--- src/rtl/str_pkg.sv ---
package str_pkg;

  typedef enum logic [1:0] {
    MD_SCAN    = 2'b00,
    MD_CLEAR   = 2'b01,
    MD_COMPACT = 2'b10,
    MD_NORMAL  = 2'b11
  } md_e;

  // Tap mask: bit k set means stage k feeds the XOR that drives stage 0.
  // x^n + x^k + ... + 1 maps to bits n-1, k-1, ...
  function automatic logic [31:0] default_taps(input int w);
    logic [31:0] m;
    case (w)
      2:       m = 32'b11;
      3:       m = 32'b110;
      4:       m = 32'b1100;
      5:       m = 32'b10100;
      6:       m = 32'b110000;
      7:       m = 32'b1100000;
      8:       m = 32'b10111000;
      16:      m = 32'b1011010000000000;
      default: m = 32'd3 << (w - 2);
    endcase
    return m;
  endfunction

endpackage

--- src/rtl/str_feedback.sv ---
module str_feedback #(
  parameter int W = 3,
  parameter logic [W-1:0] TAP_MASK = '1
) (
  input  logic [W-1:0] state,
  output logic         fb
);
  assign fb = ^(state & TAP_MASK);
endmodule

--- src/rtl/str_cell.sv ---
module str_cell
  import str_pkg::*;
(
  input  logic clk,
  input  logic rst,
  input  md_e  md,
  input  logic d_par,
  input  logic d_chain,
  output logic q
);
  logic nxt;

  always_comb begin
    case (md)
      MD_NORMAL:  nxt = d_par;
      MD_SCAN:    nxt = d_chain;
      MD_COMPACT: nxt = d_par ^ d_chain;
      MD_CLEAR:   nxt = 1'b0;
      default:    nxt = 1'b0;
    endcase
  end

  always_ff @(posedge clk) begin
    if (rst) q <= 1'b0;
    else     q <= nxt;
  end
endmodule

--- src/rtl/selftest_reg.sv ---
module selftest_reg
  import str_pkg::*;
#(
  parameter int W = 3
) (
  input  logic         clk,
  input  logic         rst,
  input  logic [1:0]   md_sel,
  input  logic [W-1:0] par_in,
  input  logic         ser_in,
  output logic [W-1:0] par_out,
  output logic         ser_out
);
  localparam logic [31:0]  TAP_FULL = default_taps(W);
  localparam logic [W-1:0] TAP_MASK = TAP_FULL[W-1:0];

  md_e          md;
  logic [W-1:0] q;
  logic [W-1:0] chain;
  logic         fb;

  assign md = md_e'(md_sel);

  str_feedback #(.W(W), .TAP_MASK(TAP_MASK)) u_fb (
    .state (q),
    .fb    (fb)
  );

  // Head of chain: feedback in compaction, serial input otherwise.
  assign chain[0] = (md == MD_COMPACT) ? fb : ser_in;

  genvar i;
  generate
    for (i = 1; i < W; i++) begin : g_link
      assign chain[i] = q[i-1];
    end
    for (i = 0; i < W; i++) begin : g_stage
      str_cell u_cell (
        .clk     (clk),
        .rst     (rst),
        .md      (md),
        .d_par   (par_in[i]),
        .d_chain (chain[i]),
        .q       (q[i])
      );
    end
  endgenerate

  assign par_out = q;
  assign ser_out = q[W-1];
endmodule

--- config.mk ---
export PLATFORM = sky130hd
export DESIGN_NAME = selftest_reg
export DESIGN_NICKNAME = d
export VERILOG_FILES = /design/src/rtl/str_pkg.sv /design/src/rtl/str_feedback.sv /design/src/rtl/str_cell.sv /design/src/rtl/selftest_reg.sv
export SDC_FILE = /design/constraint.sdc
export NUM_CORES = 1
export LEC_CHECK = 0
export ABC_AREA = 1
export BUFFER_PORTS_ARGS = -buffer_cell sky130_fd_sc_hd__buf_2
export CAP_MARGIN = 25
export CORE_AREA = 2 2 39 41
export CTS_BUF_LIST = sky130_fd_sc_hd__clkbuf_16
export CTS_CLUSTER_SIZE = 24
export DETAILED_ROUTE_END_ITERATION = 8
export DIE_AREA = 0 0 41 43
export GPL_ROUTABILITY_DRIVEN = 0
export SLEW_MARGIN = 20
export SYNTH_ARGS = -nofsm -noshare
export SYNTH_HDL_FRONTEND = slang
export SYNTH_SLANG_ARGS = --single-unit
--- constraint.sdc ---
create_clock -name clk -period 0.8 [get_ports clk]
set_input_delay 0.12 -clock clk [delete_from_list [all_inputs] [get_ports clk]]
set_output_delay 0.12 -clock clk [all_outputs]
set_load 0.02 [all_outputs]
### Word level (Yosys, flattened, before mapping)

Index checks and enable logic that the tools add are counted.

* equal/unequal tests: 3
* muxes and demuxes: 4
* reductions and logical operators: 2
* bitwise gates (word level): 3

Operator list (count)
* $pmux W1 S4: 3
* $eq A2 B2 Y1 const B: 2
* $reduce_xor A3 Y1: 1
* $xor A1 B1 Y1: 3
* $eq A2 B1 Y1 const B: 1
* $logic_not A2 Y1: 1
* $mux W1: 1

* input port bits: 8
* output and inout bits: 4
* flip-flop bits (word level): 3

### Logic depth before layout (Yosys ltp)

Gate-level depths: netlist of run 1.

* depth after elaboration: 4
* depth in mapped cells: 8
* gate-level depth less buffers: 8

### Hierarchy

A second synthesis of run 1 with hierarchy kept.

* cell total of the unflattened synthesis: 37
* area, all modules: 234.0 µm²

Modules (own cells, without submodules)
* str_cell: times used 3, area an instance 57.6 µm², cells an instance 8, seq. area each 20.0 µm²
* selftest_reg: times used 1, area an instance 42.5 µm², cells an instance 8, seq. area each 0.0 µm²
* str_feedback: times used 1, area an instance 18.8 µm², cells an instance 5, seq. area each 0.0 µm²

### Worst setup path after synthesis of run 1

OpenSTA, ideal clock, no wires.

* path kind: register -> register
* start point: register g_stage[2].u_cell.q
* end point: register g_stage[0].u_cell.q
* arrival: 0.823 ns
* cell stages (with the launch flop): 8
* required time: 0.687 ns
* library setup time: 0.113 ns
* period minus slack after synthesis: 0.936 ns
* path slack: -0.136 ns
* path through: dfxtp_1 > inv_1 > nand2_1 > nand2_1 > nand2_1 > nand2_1 > nor2_1 > nor2_1

* cells in the longest elaborated chain, start to end: 4

Ends and longest elaborated chain
* start: declaration: line str_cell.sv:9 `output logic q`
* start signal: assignment: line str_cell.sv:25 `else q <= nxt;`
* $reduce_xor A3 Y1 *: line str_feedback.sv:8 `assign fb = ^(state & TAP_MASK);`
* $mux W1 *: line selftest_reg.sv:30 `assign chain[0] = (md == MD_COMPACT) ? fb : ser_in;`
* $xor A1 B1 Y1: line str_cell.sv:17 `MD_COMPACT: nxt = d_par ^ d_chain;`
* $pmux W1 S4 *: line str_cell.sv:14 `case (md)`
* end signal: assignment: line str_cell.sv:25
* end: declaration: line str_cell.sv:9

Mark *: on every way between the ends. The rest lies on a longest branch, timed or not.
A chain may end at the register's enable or synchronous reset.

### Final worst setup path of run 1

* start point: register g_stage[2].u_cell.q
* end point: output par_out[2]

RTL lines
* end: declaration: line selftest_reg.sv:11 `output logic [W-1:0] par_out,`

No word-level cell between the ends.

==> results.yml, run 1 <==
global_route:
  grt_first_pass_wirelength_um: 752
  gr-total-overflow: 0
  grt_usage: 0.0682
  grt_pass1_vias: 207
  grt_max_degree: 7
  grt_antenna_before_repair: 0
timing:
  finalCritPeriodShare: 1.14
  drv_slew: 0
  rsz0062_at_grt: "yes"
  maxSlewHeadroom: 0.902
  min_period_ns: 0.911
  fin_ws_ns: -0.111
  hold_viol_final: 0
  clock_skew_ns: 0.000234
  holdWs_ns: 0.0898
  max_freq_mhz: 1100
  fin_tns_setup_ns: -0.395
  setup-violations-final: 6
  worst_pin_slew_ns: 0.147
clock_tree:
  cts_hold_buf: 0
  cts_max_path_buffers: 2
  cts_root_buffer: "clkbuf_16"
  cts_buffers: 3
  clock-sinks: 3
  insertion_delay_ns: 0.22
  cts_max_level: 1
  cts_tree: "done"
  clk_pin_slew_worst_paths_ns: 0.03
floorplan:
  die_y_um: 43
  num_rows: 14
  boundaryPins: 12
  start_util: 0.137
  design.die.area_um2: 1760
  die_x_um: 41
  design.core.area_um2: 1380
layout:
  fillers: 151
  stdcell_count: 61
  top_register: "g_stage.u_cell.q"
  ff_latch_area_um2: 66.3
  multi_input_area_um2: 103
  design_area_um2: 385
  drive_gt1_frac: 0.578
  reg_top3: "g_stage.u_cell.q x3"
  syn2layout_area_growth_pct: 103
  fin_nets: 54
  antenna_cells: 0
  final_util: 0.278
  largest_reg_flops: 3
synthesis:
  synth_common_cells: "nand2_1 (10), nor2_1 (6), inv_1 (4)"
  syn_inst: 31
  synth_top_cell_by_area: "dfxtp_1"
  yosysMostFrequentCell: "nand2_1"
  synth_nets: 39
  syn_area_per_cell_um2: 6.13
  synth-edff-count: 0
  ys.flop_type: "dfxtp_1"
  yosys_warnings: 0
  ys_seq_area_frac: 0.316
  synth.area.top_cells: "dfxtp_1 (32%), nand2_1 (20%), buf_4 (12%), nor2_1 (12%), inv_1 (7.9%)"
  netlist_area_um2: 190
  synth_cell_types: 10
  async_reset_ff_frac: 0
  ys_ff_latch: 3
  synth_top_area_share: 0.316
place:
  dpl_cell_area_um2: 262
  port_buffers: 11
  dp_hpwl_um: 351
  dp_cells: 57
  pre_cts_ws_ns: -0.0966
worst_setup_path:
  worst_path_most_repeated_cell: "buf_6"
  cp.arrival_ns: 0.79
  cp-end-kind: "output pin"
  cp_top_family: "flip-flops"
  rrSetupSlack_ns: -0.05
  critical_path_peak_fanout: 3
  path_buf_inv: 2
  criticalPathCategory: "reg2out"
  crit_path_cell_trace: "buf_6 -> buf_6"
  cp_slowest_cell: "dfxtp_4"
  max_stage_delay_ns: 0.34
  r2r-start: "g_stage[1].u_cell.q"
  r2r-end: "g_stage[0].u_cell.q"
  crit_required_ns: 0.68
  setup.worst_path.start_class: "flip-flop"
  ff2ff_path_depth: 8
power_and_ir_drop:
  power.total_mw: 1.07
  peakVddDrop_mv: 0.996
  p_leak_nw: 0.189
  p_per_area_nw_per_um2: 2770
drt:
  first_pass_iters: 4
  viasPerCell: 3.56
  drc: 0
  vias: 217
  wire_per_inst_um: 7.43
  ant_nets: 0
  drt_first_iter_violations: 7
  postRouteWirelength_um: 453
run_status:
  violations: "negative setup slack"
  outcome: "finished with violations"
worst_hold_path:
  hold_class: "in2reg"
  holdPathEnd: "g_stage[1].u_cell.q"
  min_path_cells: 2
  min_from: "rst"
run:
  cap_violations: 0
==> worst max-delay path by stage <==
| stage | from | to | slack [ns] | cells after the start |
|---|---|---|---|---|
| floorplan | g_stage[2].u_cell.q | g_stage[0].u_cell.q | -0.02 | 7 |
| detailed placement | g_stage[1].u_cell.q | g_stage[0].u_cell.q | -0.1 | 8 |
| global route | g_stage[1].u_cell.q | g_stage[0].u_cell.q | -0.15 | 8 |
| global placement | g_stage[1].u_cell.q | g_stage[0].u_cell.q | -0.04 | 8 |
| finish | g_stage[2].u_cell.q | par_out[2] | -0.11 | 2 |
| CTS | g_stage[2].u_cell.q | par_out[2] | -0.12 | 2 |
==> worst register-to-register path: cells and delay by family (launching register included) <==
kind | cells | cell delay (ns)
buffers and inverters | 1 | 0.04
and+or+nand+nor | 7 | 0.39
DFF | 1 | 0.34
==> routing by layer <==
layer  track usage  share of wire  routed length, um
met1        0.0641           0.40                182
met2        0.0938           0.53                239
met3        0.0471          0.066                 30
met4        0.0600              0                  0
met5             0              0                  0
==> where the power goes <==
part	internal (mW)	switching (mW)
clock	0.644	0.129
sequential	0.161	0.00933
combinational	0.0633	0.0595
==> placed cells by master, fill, tap and decap left out <==
master / n
buf_2: 7
nand2_1: 10
a21oi_2: 1
nor3b_2: 1
or2_1: 1
dfxtp_2: 2
inv_1: 2
nor2_1: 4
clkbuf_16: 3
nand3_1: 1
a21oi_1: 1
buf_6: 6
inv_2: 3
dfxtp_4: 1
nor2_2: 2
==> cells by family after synthesis <==
family          after synthesis  synth area share
simple gates                 19             0.414
compound gates                2            0.0724
flops                         3             0.316
buf+inv                       7             0.197
==> what timing repair did <==
| action | 4_1_cts | 5_1_grt |
|---|---|---|
| endpoints found under the setup margin | 6 | 6 |
| hold endpoints to repair | 0 | 0 |
| resized for setup | 14 | 4 |
| pin swaps | 1 | 3 |
| buffers inserted | 0 | 0 |
==> area by class of cell <==
class                      count  share of cell area
sequential                     3               0.172
clock inverter                 1             0.00974
tap                           16              0.0519
clock buffer                   3               0.195
timing repair buffer          13               0.266
inverter                       4              0.0390
multi-input combinational     21               0.266
(Power assumes the default switching activity.)
==> run 2: changes to the inputs <==
--- a/config.mk
+++ b/config.mk
@@ -18,3 +18,4 @@
 export SYNTH_ARGS = -nofsm -noshare
 export SYNTH_HDL_FRONTEND = slang
 export SYNTH_SLANG_ARGS = --single-unit
+export TNS_END_PERCENT = 10
==> constraint.sdc (replaced) <==
create_clock -name clk -period 0.8 [get_ports clk]
set_input_delay 0.12 -clock clk [delete_from_list [all_inputs] [get_ports clk]]
set_output_delay 0.12 -clock clk [all_outputs]
set_load 0.01 [all_outputs]
==> run 2 against run 1 <==
The flow still finishes with violations (negative setup slack). Worst hold slack worse by 0.0046 ns. Flip-flop and latch count unchanged. Clock skew up 0.00090 ns. Utilization down 1.4 points. Non-clock buffer count unchanged. Count of clock-buffer cells in the layout unchanged. Maximum frequency up 2.7%. Sequential power about the same.
==> results.yml, run 2 (synthesis gave the netlist of run 1 again) <==
global_route:
  grt_pass1_vias: 197
  grt_antenna_before_repair: 0
  gr-total-overflow: 0
  grt_usage: 0.0673
  grt_first_pass_wirelength_um: 710
  grt_max_degree: 7
clock_tree:
  cts_max_level: 1
  cts_root_buffer: "clkbuf_16"
  cts_max_path_buffers: 2
  insertion_delay_ns: 0.22
  clock-sinks: 3
  cts_tree: "done"
  clk_pin_slew_worst_paths_ns: 0.03
  cts_buffers: 3
layout:
  fin_nets: 54
  largest_reg_flops: 3
  final_util: 0.264
  antenna_cells: 0
  final_common_cell: "nand2_1"
  drive_gt1_frac: 0.467
  syn2layout_area_growth_pct: 92.1
  top_register: "g_stage.u_cell.q"
  reg_top3: "g_stage.u_cell.q x3"
  stdcell_count: 61
  final_cell_mix: "nand2_1 (10), buf_2 (8), nor2_1 (6)"
floorplan:
  die_x_um: 41
  die_y_um: 43
  boundaryPins: 12
  design.die.area_um2: 1760
  design.core.area_um2: 1380
  start_util: 0.137
  num_rows: 14
place:
  port_buffers: 11
  pre_cts_ws_ns: -0.0388
  dp_cells: 57
  dp_hpwl_um: 335
worst_setup_path:
  cp.arrival_ns: 0.77
  cp-end-kind: "output pin"
  worst_path_most_repeated_cell: "buf_6"
  criticalPathCategory: "reg2out"
  cp_top_family: "flip-flops"
  critical_path_peak_fanout: 3
  cp_slowest_cell: "dfxtp_2"
  path_buf_inv: 2
  setup.worst_path.start_class: "flip-flop"
  crit_path_cell_trace: "buf_6 -> buf_6"
  max_stage_delay_ns: 0.32
  crit_required_ns: 0.68
drt:
  first_pass_iters: 4
  vias: 220
  postRouteWirelength_um: 432
  drc: 0
  viasPerCell: 3.61
  drt_first_iter_violations: 13
  ant_nets: 0
  wire_per_inst_um: 7.08
run:
  cap_violations: 0
timing:
  finalCritPeriodShare: 1.11
  rsz0062_at_grt: "yes"
  drv_slew: 0
  fin_ws_ns: -0.0867
  max_freq_mhz: 1130
  worst_pin_slew_ns: 0.135
  setup-violations-final: 5
  min_period_ns: 0.887
  fin_tns_setup_ns: -0.289
  maxSlewHeadroom: 0.910
  hold_viol_final: 0
  clock_skew_ns: 0.00114
run_status:
  outcome: "finished with violations"
  violations: "negative setup slack"
power_and_ir_drop:
  power.total_mw: 1.06
  p_per_area_nw_per_um2: 2900
  peakVddDrop_mv: 1.23
  p_leak_nw: 0.185
worst_hold_path:
  hold_class: "in2reg"
## run 2: cell counts in the layout (fill, tap and decap cells not counted)
Identical to the previous run, type by type.
## run 2: final timing paths
check | start | endpoint | slack (ns) | cells past startpoint
worst max-delay path | g_stage[2].u_cell.q | par_out[2] | -0.09 | 2
worst max register to register | g_stage[1].u_cell.q | g_stage[0].u_cell.q | -0.03 | 7
worst min-delay path | rst | g_stage[1].u_cell.q | 0.09 | 2
worst min register to register | g_stage[0].u_cell.q | g_stage[1].u_cell.q | 0.54 | 4
## run 2: timing repair
| action | 4_1_cts | 5_1_grt |
|---|---|---|
| pin swaps | 0 | 3 |
| resized for setup | 6 | 3 |
| hold buffers | 0 | 0 |
| setup endpoints to repair | 5 | 7 |
| setup buffers | 0 | 0 |
## run 2: cell type report
class / instances / area [um2]
clock inverters: 1 / 3.75
clock buffers: 3 / 75.1
well taps: 16 / 20.0
flip-flops and latches: 3 / 62.6
fillers: 147 / 1020
inverters: 4 / 15.0
repair buffers: 13 / 96.3
multi-input cells: 21 / 92.6
## run 2: worst register-to-register path, delay by kind of cell, from the launching register on
kind,cells,cell delay (ns)
simple gates,6,0.35
flops,1,0.34
buf+inv,1,0.04
## run 2: power by group
part / leakage [nW] / switching, mW / total [mW] / internal, mW
registers: 0.0255 / 0.00719 / 0.169 / 0.162
clock network: 0.0423 / 0.143 / 0.788 / 0.645
logic: 0.117 / 0.0466 / 0.104 / 0.0570
## run 2: per-stage QoR
stage	area [um2]	hold WS, ns
2_1_floorplan	191	0.182
3_3_place_gp	259	0.326
3_5_place_dp	259	0.326
4_1_cts	365	0.0858
5_1_grt	365	0.0837
6_report	365	0.0852
## run 2: per-layer routing
layer	track usage	wire length (um)
met2	0.0844	205
met4	0.0800	16
met5	0	0
met1	0.0613	184
met3	0.0471	25
